<file path="src/rtl/flash_probe_pkg.sv">
package flash_probe_pkg;

    localparam logic [7:0] OP_READ_ID   = 8'h9F;
    localparam logic [7:0] OP_DEN_STAT  = 8'hD7;
    localparam logic [7:0] OP_WR_EN     = 8'h06;
    localparam logic [7:0] OP_WR_STAT   = 8'h01;
    localparam logic [7:0] BYTE_FILL    = 8'h00;
    localparam logic [7:0] CONT_CODE    = 8'h7F;

    localparam logic [7:0] MFR_PAGED_A  = 8'h01;
    localparam logic [7:0] MFR_PAGED_B  = 8'h20;
    localparam logic [7:0] MFR_PAGED_C  = 8'hEF;
    localparam logic [7:0] MFR_BYTEWR   = 8'hBF;
    localparam logic [7:0] MFR_DENSITY  = 8'h1F;

    localparam int PAGE_W = 11;

    typedef enum logic [1:0] {
        CLS_NONE    = 2'd0,
        CLS_PAGED   = 2'd1,
        CLS_BYTEWR  = 2'd2,
        CLS_DENSITY = 2'd3
    } vendor_cls_e;

    typedef struct packed {
        logic [7:0]  mfr;
        logic [15:0] dev;
        logic [15:0] ext;
    } part_id_t;

    localparam int DEF_NUM_PARTS = 6;
    localparam part_id_t [DEF_NUM_PARTS-1:0] DEF_PART_TABLE = '{
        '{mfr: 8'hEF, dev: 16'h3013, ext: 16'h0000},
        '{mfr: 8'hBF, dev: 16'h2502, ext: 16'h0000},
        '{mfr: 8'h20, dev: 16'h2015, ext: 16'h0000},
        '{mfr: 8'h01, dev: 16'h0216, ext: 16'h0000},
        '{mfr: 8'h01, dev: 16'h2018, ext: 16'h0300},
        '{mfr: 8'h01, dev: 16'h2018, ext: 16'h0301}
    };

    function automatic vendor_cls_e class_of(input logic [7:0] code);
        case (code)
            MFR_PAGED_A, MFR_PAGED_B, MFR_PAGED_C: return CLS_PAGED;
            MFR_BYTEWR:                            return CLS_BYTEWR;
            MFR_DENSITY:                           return CLS_DENSITY;
            default:                               return CLS_NONE;
        endcase
    endfunction

    function automatic logic [PAGE_W-1:0] density_page(input logic [3:0] code);
        case (code)
            4'd3, 4'd5, 4'd7, 4'd9: return PAGE_W'(264);
            4'd11, 4'd13:           return PAGE_W'(528);
            4'd15:                  return PAGE_W'(1056);
            default:                return '0;
        endcase
    endfunction

    function automatic logic [PAGE_W-1:0] drop_low_bit(input logic [PAGE_W-1:0] p);
        return p & (p - PAGE_W'(1));
    endfunction

endpackage

</file>
<file path="src/rtl/flash_part_match.sv">
module flash_part_match
    import flash_probe_pkg::*;
#(
    parameter int                          N_PARTS = DEF_NUM_PARTS,
    parameter part_id_t [N_PARTS-1:0]      PARTS   = DEF_PART_TABLE
) (
    input  part_id_t probe_id,
    output logic     hit
);
    logic [N_PARTS-1:0] entry_hit;

    for (genvar i = 0; i < N_PARTS; i++) begin : g_entry
        assign entry_hit[i] = (PARTS[i].mfr == probe_id.mfr) &&
                              (PARTS[i].dev == probe_id.dev) &&
                              ((PARTS[i].ext == 16'h0000) || (PARTS[i].ext == probe_id.ext));
    end

    assign hit = |entry_hit;
endmodule

</file>
<file path="src/rtl/flash_density_decode.sv">
module flash_density_decode
    import flash_probe_pkg::*;
(
    input  logic [7:0]        status,
    output logic              known,
    output logic [PAGE_W-1:0] page
);
    logic [PAGE_W-1:0] base_page;

    assign base_page = density_page(status[5:2]);
    assign known     = (base_page != '0);
    assign page      = status[0] ? drop_low_bit(base_page) : base_page;
endmodule

</file>
<file path="src/rtl/flash_probe_seq.sv">
module flash_probe_seq
    import flash_probe_pkg::*;
#(
    parameter int MAX_CONT = 8
) (
    input  logic              clk,
    input  logic              rst,
    input  logic              start_i,
    output logic              cs_active_o,
    output logic              byte_req_o,
    output logic [7:0]        byte_out_o,
    input  logic              byte_ack_i,
    input  logic [7:0]        byte_in_i,
    input  logic              tbl_hit_i,
    input  logic              den_known_i,
    input  logic [PAGE_W-1:0] den_page_i,
    output part_id_t          id_o,
    output logic [7:0]        status_o,
    output logic              busy_o,
    output logic              done_o,
    output logic              valid_o,
    output logic              unknown_o,
    output vendor_cls_e       cls_o,
    output logic [PAGE_W-1:0] wlen_o
);
    localparam int CNT_W = $clog2(MAX_CONT + 1);

    typedef enum logic [3:0] {
        S_IDLE, S_ID_OP, S_ID_MFR, S_ID_TAIL, S_GAP, S_CLASSIFY,
        S_DEN_OP, S_DEN_RD, S_DEN_EVAL, S_WREN, S_WRSR_OP, S_WRSR_VAL, S_FINISH
    } state_e;

    state_e            state, ret_state;
    logic [CNT_W-1:0]  cont_cnt;
    logic [1:0]        tail_cnt;
    part_id_t          id_q;
    logic [7:0]        status_q;
    logic              verdict_ok, valid_q, unknown_q, done_q, auto_pend;
    vendor_cls_e       cls_q, cls_now;
    logic [PAGE_W-1:0] wlen_q;
    logic              in_frame;

    always_comb begin
        case (state)
            S_ID_OP, S_ID_MFR, S_ID_TAIL, S_DEN_OP, S_DEN_RD,
            S_WREN, S_WRSR_OP, S_WRSR_VAL: in_frame = 1'b1;
            default:                       in_frame = 1'b0;
        endcase
    end

    always_comb begin
        case (state)
            S_ID_OP:   byte_out_o = OP_READ_ID;
            S_DEN_OP:  byte_out_o = OP_DEN_STAT;
            S_WREN:    byte_out_o = OP_WR_EN;
            S_WRSR_OP: byte_out_o = OP_WR_STAT;
            default:   byte_out_o = BYTE_FILL;
        endcase
    end

    assign cls_now     = class_of(id_q.mfr);
    assign cs_active_o = in_frame;
    assign byte_req_o  = in_frame;
    assign busy_o      = (state != S_IDLE);
    assign done_o      = done_q;
    assign valid_o     = valid_q;
    assign unknown_o   = unknown_q;
    assign id_o        = id_q;
    assign status_o    = status_q;
    assign cls_o       = cls_q;
    assign wlen_o      = wlen_q;

    always_ff @(posedge clk) begin
        if (rst) begin
            state      <= S_IDLE;
            ret_state  <= S_IDLE;
            cont_cnt   <= '0;
            tail_cnt   <= '0;
            id_q       <= '0;
            status_q   <= '0;
            verdict_ok <= 1'b0;
            valid_q    <= 1'b0;
            unknown_q  <= 1'b0;
            done_q     <= 1'b0;
            auto_pend  <= 1'b1;
            cls_q      <= CLS_NONE;
            wlen_q     <= '0;
        end else begin
            done_q <= (state == S_FINISH);
            case (state)
                S_IDLE: begin
                    if (auto_pend || start_i) begin
                        auto_pend <= 1'b0;
                        if (valid_q) begin
                            state <= S_FINISH;
                        end else begin
                            unknown_q  <= 1'b0;
                            verdict_ok <= 1'b0;
                            cls_q      <= CLS_NONE;
                            wlen_q     <= '0;
                            id_q       <= '0;
                            status_q   <= '0;
                            cont_cnt   <= '0;
                            tail_cnt   <= '0;
                            state      <= S_ID_OP;
                        end
                    end
                end
                S_ID_OP: if (byte_ack_i) state <= S_ID_MFR;
                S_ID_MFR: begin
                    if (byte_ack_i) begin
                        if (byte_in_i == CONT_CODE) begin
                            if (cont_cnt == CNT_W'(MAX_CONT)) begin
                                verdict_ok <= 1'b0;
                                ret_state  <= S_FINISH;
                                state      <= S_GAP;
                            end else begin
                                cont_cnt <= cont_cnt + CNT_W'(1);
                            end
                        end else begin
                            id_q.mfr <= byte_in_i;
                            state    <= S_ID_TAIL;
                        end
                    end
                end
                S_ID_TAIL: begin
                    if (byte_ack_i) begin
                        tail_cnt <= tail_cnt + 2'd1;
                        case (tail_cnt)
                            2'd0: id_q.dev[15:8] <= byte_in_i;
                            2'd1: id_q.dev[7:0]  <= byte_in_i;
                            2'd2: id_q.ext[15:8] <= byte_in_i;
                            default: begin
                                id_q.ext[7:0] <= byte_in_i;
                                ret_state     <= S_CLASSIFY;
                                state         <= S_GAP;
                            end
                        endcase
                    end
                end
                S_GAP: state <= ret_state;
                S_CLASSIFY: begin
                    if (cls_now == CLS_DENSITY) begin
                        state <= S_DEN_OP;
                    end else if (cls_now != CLS_NONE && tbl_hit_i) begin
                        verdict_ok <= 1'b1;
                        cls_q      <= cls_now;
                        wlen_q     <= (cls_now == CLS_BYTEWR) ? PAGE_W'(1) : PAGE_W'(256);
                        state      <= (cls_now == CLS_BYTEWR) ? S_WREN : S_FINISH;
                    end else begin
                        verdict_ok <= 1'b0;
                        state      <= S_FINISH;
                    end
                end
                S_DEN_OP: if (byte_ack_i) state <= S_DEN_RD;
                S_DEN_RD: begin
                    if (byte_ack_i) begin
                        status_q  <= byte_in_i;
                        ret_state <= S_DEN_EVAL;
                        state     <= S_GAP;
                    end
                end
                S_DEN_EVAL: begin
                    verdict_ok <= den_known_i;
                    if (den_known_i) begin
                        cls_q  <= CLS_DENSITY;
                        wlen_q <= den_page_i;
                    end
                    state <= S_FINISH;
                end
                S_WREN: begin
                    if (byte_ack_i) begin
                        ret_state <= S_WRSR_OP;
                        state     <= S_GAP;
                    end
                end
                S_WRSR_OP: if (byte_ack_i) state <= S_WRSR_VAL;
                S_WRSR_VAL: begin
                    if (byte_ack_i) begin
                        ret_state <= S_FINISH;
                        state     <= S_GAP;
                    end
                end
                S_FINISH: begin
                    valid_q   <= verdict_ok;
                    unknown_q <= !verdict_ok;
                    state     <= S_IDLE;
                end
                default: state <= S_IDLE;
            endcase
        end
    end
endmodule

</file>
<file path="src/rtl/flash_id_probe.sv">
module flash_id_probe
    import flash_probe_pkg::*;
#(
    parameter int                     MAX_CONT = 8,
    parameter int                     N_PARTS  = DEF_NUM_PARTS,
    parameter part_id_t [N_PARTS-1:0] PARTS    = DEF_PART_TABLE
) (
    input  logic              clk,
    input  logic              rst,
    input  logic              start_i,
    output logic              cs_active_o,
    output logic              byte_req_o,
    output logic [7:0]        byte_out_o,
    input  logic              byte_ack_i,
    input  logic [7:0]        byte_in_i,
    output logic              busy_o,
    output logic              done_o,
    output logic              valid_o,
    output logic              unknown_o,
    output logic [7:0]        mfr_o,
    output logic [15:0]       dev_id_o,
    output logic [15:0]       ext_id_o,
    output logic [1:0]        vclass_o,
    output logic [PAGE_W-1:0] write_len_o
);
    part_id_t          id_w;
    logic [7:0]        status_w;
    logic              hit_w, den_known_w;
    logic [PAGE_W-1:0] den_page_w;
    vendor_cls_e       cls_w;

    flash_part_match #(.N_PARTS(N_PARTS), .PARTS(PARTS)) u_match (
        .probe_id (id_w),
        .hit      (hit_w)
    );

    flash_density_decode u_density (
        .status (status_w),
        .known  (den_known_w),
        .page   (den_page_w)
    );

    flash_probe_seq #(.MAX_CONT(MAX_CONT)) u_seq (
        .clk         (clk),
        .rst         (rst),
        .start_i     (start_i),
        .cs_active_o (cs_active_o),
        .byte_req_o  (byte_req_o),
        .byte_out_o  (byte_out_o),
        .byte_ack_i  (byte_ack_i),
        .byte_in_i   (byte_in_i),
        .tbl_hit_i   (hit_w),
        .den_known_i (den_known_w),
        .den_page_i  (den_page_w),
        .id_o        (id_w),
        .status_o    (status_w),
        .busy_o      (busy_o),
        .done_o      (done_o),
        .valid_o     (valid_o),
        .unknown_o   (unknown_o),
        .cls_o       (cls_w),
        .wlen_o      (write_len_o)
    );

    assign mfr_o    = id_w.mfr;
    assign dev_id_o = id_w.dev;
    assign ext_id_o = id_w.ext;
    assign vclass_o = cls_w;
endmodule

</file>
<file path="config.mk">
export PLATFORM = sky130hd
export DESIGN_NAME = flash_id_probe
export DESIGN_NICKNAME = d
export VERILOG_FILES = /design/src/rtl/flash_probe_pkg.sv /design/src/rtl/flash_part_match.sv /design/src/rtl/flash_density_decode.sv /design/src/rtl/flash_probe_seq.sv /design/src/rtl/flash_id_probe.sv
export SDC_FILE = /design/constraint.sdc
export NUM_CORES = 1
export LEC_CHECK = 0
export BUFFER_PORTS_ARGS = -buffer_cell sky130_fd_sc_hd__buf_2
export CAP_MARGIN = 40
export CORE_UTILIZATION = 50
export DETAILED_ROUTE_END_ITERATION = 10
export PLACE_DENSITY_LB_ADDON = 0.15
export SLEW_MARGIN = 20
export SYNTH_ARGS = -nofsm -noshare
export SYNTH_HDL_FRONTEND = slang
export SYNTH_SLANG_ARGS = --single-unit
</file>
<file path="constraint.sdc">
create_clock -name clk -period 2.1 [get_ports clk]
set_input_delay 0.105 -clock clk [delete_from_list [all_inputs] [get_ports clk]]
set_output_delay 0.105 -clock clk [all_outputs]
set_load 0.01 [all_outputs]
</file>
==> flow_summary_export.csv <==
group,metric,value,unit
logic_synthesis,muxShareOfSynthArea,0.102,
min_path,min_to,"u_seq.id_o[39]",
die,core,7690,um2
setup_path,cp-end-kind,"flop",
logic_synthesis,synth_seq_area_share,0.376,
pwr,total_power,6330,uW
logic_synthesis,synth-main-ff-cell,"dfxtp_1",
logic_synthesis,syn_area,3940,um2
logic_synthesis,ys_warn_count,0,
logic_synthesis,syn_avg_cell_area,8.42,um2
timing,setup_viol,0,
setup_path,reg2reg_to,"u_seq.byte_req_o",
setup_path,reg2reg_from,"u_seq.state[3]",
global_route,grt_pass1_vias,3582,
logic_synthesis,synth.distinct_cells,63,
die,die_h,90.8,um
run_status,outcome,"finished, final reports clean",
clock_tree,cts.sinks,74,
final_layout,layout-drive-gt1-share,0.290,
logic_synthesis,synth-simple-area-share,0.302,
timing,skew,0.00799,ns
setup_path,critPathArrivalTime,2.33,ns
final_layout,areaGrowthSynthToFinish,25.2,%
clock_tree,cts_buffer_depth,2,
pwr,leakagePower,0.00226,uW
route,drc,0,
setup_path,ff2ff_setup_slack,0.06,ns
die,die_area,8240,um2
die,pin_count,79,
min_path,min_path_type,"primary input to flop",
timing,relSlewSlack,0.654,
global_route,grt_first_pass_wirelength,17800,um
die,rows,32,
final_layout,final_area,4930,um2
setup_path,critPathLaunchType,"flop",
clock_tree,postCtsHoldBufs,0,
timing,period_share,0.971,
clock_tree,cts_made_buffers,9,
route,routed_via_density,5.67,
clock_tree,htree_levels,3,
global_route,grt_max_degree,35,
clock_tree,cts_tree,"done",
final_layout,seq_area,1490,um2
global_route,antenna_found_initial,0,
logic_synthesis,synth-compound-area-share,0.132,
final_layout,antenna_cells,0,
final_layout,final_nets,582,
placement,gp_congestion,0.940,
route,ant_nets,0,
logic_synthesis,synth_edf_count,0,
clock_tree,clk_pin_slew,0.08,ns
route,wirelength,11100,um
min_path,holdPathStages,3,
timing,tightest_slew,0.519,ns
setup_path,path_class,"flop to flop",
die,die_w,90.8,um
timing,drv_slew,0,
timing,grt_setup_unrepaired,"true",
route,routedWlPerCell,16.5,um
route,vias,3807,
setup_path,critPathMaxFanout,11,
logic_synthesis,synth_top_family_by_area,"simple AND/OR/NAND/NOR gates",
timing,max_freq,490,MHz
pwr,peakVddDrop,470,uV
global_route,grt_overflow_total,0,
logic_synthesis,ys_ff_latch,74,
clock_tree,clkLatencyLatePin,0.36,ns
logic_synthesis,synthArstFlopShare,0,
die,initial_core_util,0.513,
logic_synthesis,synth_cells,468,
job,cap_violations,0,
min_path,hold_start,"byte_in_i[7]",
global_route,grt_use_total,0.276,
final_layout,multiInputGateArea,2310,um2
placement,pre_cts_ws,-0.00394,ns
logic_synthesis,synth_xor_area_frac,0.00666,
final_layout,num-fill-cells,689,
clock_tree,clockRootBuffer,"clkbuf_8",
logic_synthesis,synth_fa_ha_area_frac,0.0190,
pwr,power_density,1280,nW/um2
setup_path,cp_data_required_time,2.39,ns
timing,period_needed,2.04,ns
route,dr.pass1.iters,5,
placement,dpl.hpwl,8220,um
timing,final.setup.worst_slack,0.0603,ns
setup_path,worst_r2r_path_depth,7,
route,initialDrtViolationCount,234,
placement,portBuffers,73,
timing,hold_viol,0,
placement,place_area,4630,um2
flip-flops by register name (all words and copies together) (netlist names):
name              cells
u_seq.unknown_o       1
u_seq.status_o        5
u_seq.tail_cnt        2
u_seq.auto_pend       1
u_seq.id_o           40
u_seq.ret_state       4
u_seq.cls_o           2
u_seq.state           4
u_seq.valid_o         1
u_seq.done_o          1
u_seq.verdict_ok      1
u_seq.byte_req_o      1
u_seq.cont_cnt        4
u_seq.wlen_o          7
cells in the mapped netlist (5+ instances only):
library cell / n / share of area
nor2_1: 78 / 0.074
dfxtp_1: 74 / 0.38
mux2i_1: 40 / 0.10
a21oi_1: 26 / 0.033
nand2_1: 25 / 0.024
clkbuf_1: 18 / 0.017
nand3_1: 17 / 0.022
nand2b_1: 14 / 0.022
inv_1: 12 / 0.011
nor3_1: 11 / 0.014
o21ai_0: 11 / 0.014
and2_1: 10 / 0.016
buf_4: 9 / 0.017
a31o_1: 7 / 0.016
nor4_1: 7 / 0.011
a22oi_1: 6 / 0.011
ha_1: 6 / 0.019
a31oi_1: 5 / 0.0079
buf_2: 5 / 0.0063
nor2b_1: 5 / 0.0079
nor3b_1: 5 / 0.0095
logic make-up (layout without fill, tap and decap cells):
kind of cell,Yosys count,count (layout)
xor gates and xnor gates,3,3
DFF,74,74
and+or+nand+nor,217,217
adders and majority gates,6,6
buffers and inverters,49,146
AOI/OAI and AO/OA,78,78
other,1,5
muxes,40,40
final cells by class:
class | instances | share of cell area
clock buffers | 11 | 0.0307
clock inverters | 5 | 0.0122
inverters | 13 | 0.00989
multi-input cells | 349 | 0.469
flip-flops and latches | 74 | 0.302
well taps | 102 | 0.0259
repair buffers | 117 | 0.151
metrics by stage:
step           setup TNS (ns)  std cells  utilization  hold WS (ns)
2_1_floorplan               0        472            -         0.266
3_3_place_gp         -0.00578        655        0.603         0.395
3_5_place_dp         -0.00394        655        0.603         0.406
4_1_cts                     0        671        0.631        0.0296
5_1_grt               -0.0203        671        0.642        0.0455
6_report                    0        671        0.642        0.0376
critical path: stages (launching register included):
cell and delay, ns:
dfxtp_4 0.38, buf_4 0.18, or4b_4 0.54, o221a_2 0.15, nand2_1 0.11, nor4_1 0.06, or3_1 0.36, o22ai_1 0.18
report_power, final:
group,internal [uW],leakage [uW],switching [uW]
Sequential,1540,0.000600,165
Combinational,1620,0.00155,1810
Clock,620,0.000106,572
Total,3780,0.00226,2550
worst max-delay path by stage:
| stage | start | to | slack (ns) | depth (start not counted) |
|---|---|---|---|---|
| floorplan | u_seq.id_o[16] | u_seq.wlen_o[0] | 0.10 | 6 |
| global placement | u_seq.state[1] | u_seq.byte_req_o | -0.006 | 7 |
| detailed placement | u_seq.state[3] | u_seq.byte_req_o | -0.004 | 7 |
| CTS | u_seq.state[0] | u_seq.byte_req_o | 0.003 | 7 |
| global route | u_seq.state[3] | u_seq.byte_req_o | -0.02 | 7 |
| finish | u_seq.state[3] | u_seq.byte_req_o | 0.06 | 7 |
metal layers:
| layer | part of all wire | track usage | vias to the layer above | wire length [um] |
|---|---|---|---|---|
| met4 | 0.021 | 0.114 | 0 | 233 |
| li1 | - | - | 1836 | - |
| met2 | 0.49 | 0.451 | 122 | 5390 |
| met5 | 0 | 0 | - | 0 |
| met1 | 0.45 | 0.352 | 1824 | 4930 |
| met3 | 0.046 | 0.0631 | 25 | 503 |
repair_timing:
| item | CTS | global route |
|---|---|---|
| endpoints found under the setup margin | 2 | 39 |
| setup buffers | 0 | 0 |
| gates resized for setup | 4 | 17 |
| pin swaps | 0 | 1 |
cell usage in the layout (no fill, tap or decap), types with 5 or more instances in the layout:
cell type   n
and2_1     10
mux2i_1    40
o21ai_0    11
nor3b_1     5
nand2b_1   13
a22oi_1     6
inv_1      12
a31o_1      6
nor4_1      6
ha_1        6
nand3_1    17
a21oi_1    25
clkbuf_8   11
nand2_1    25
dfxtp_1    70
nor2b_1     5
nor2_1     77
buf_2      73
nor3_1      9
buf_4      40
conb_1      5
Note: power is estimated with default switching activity, not from simulation.
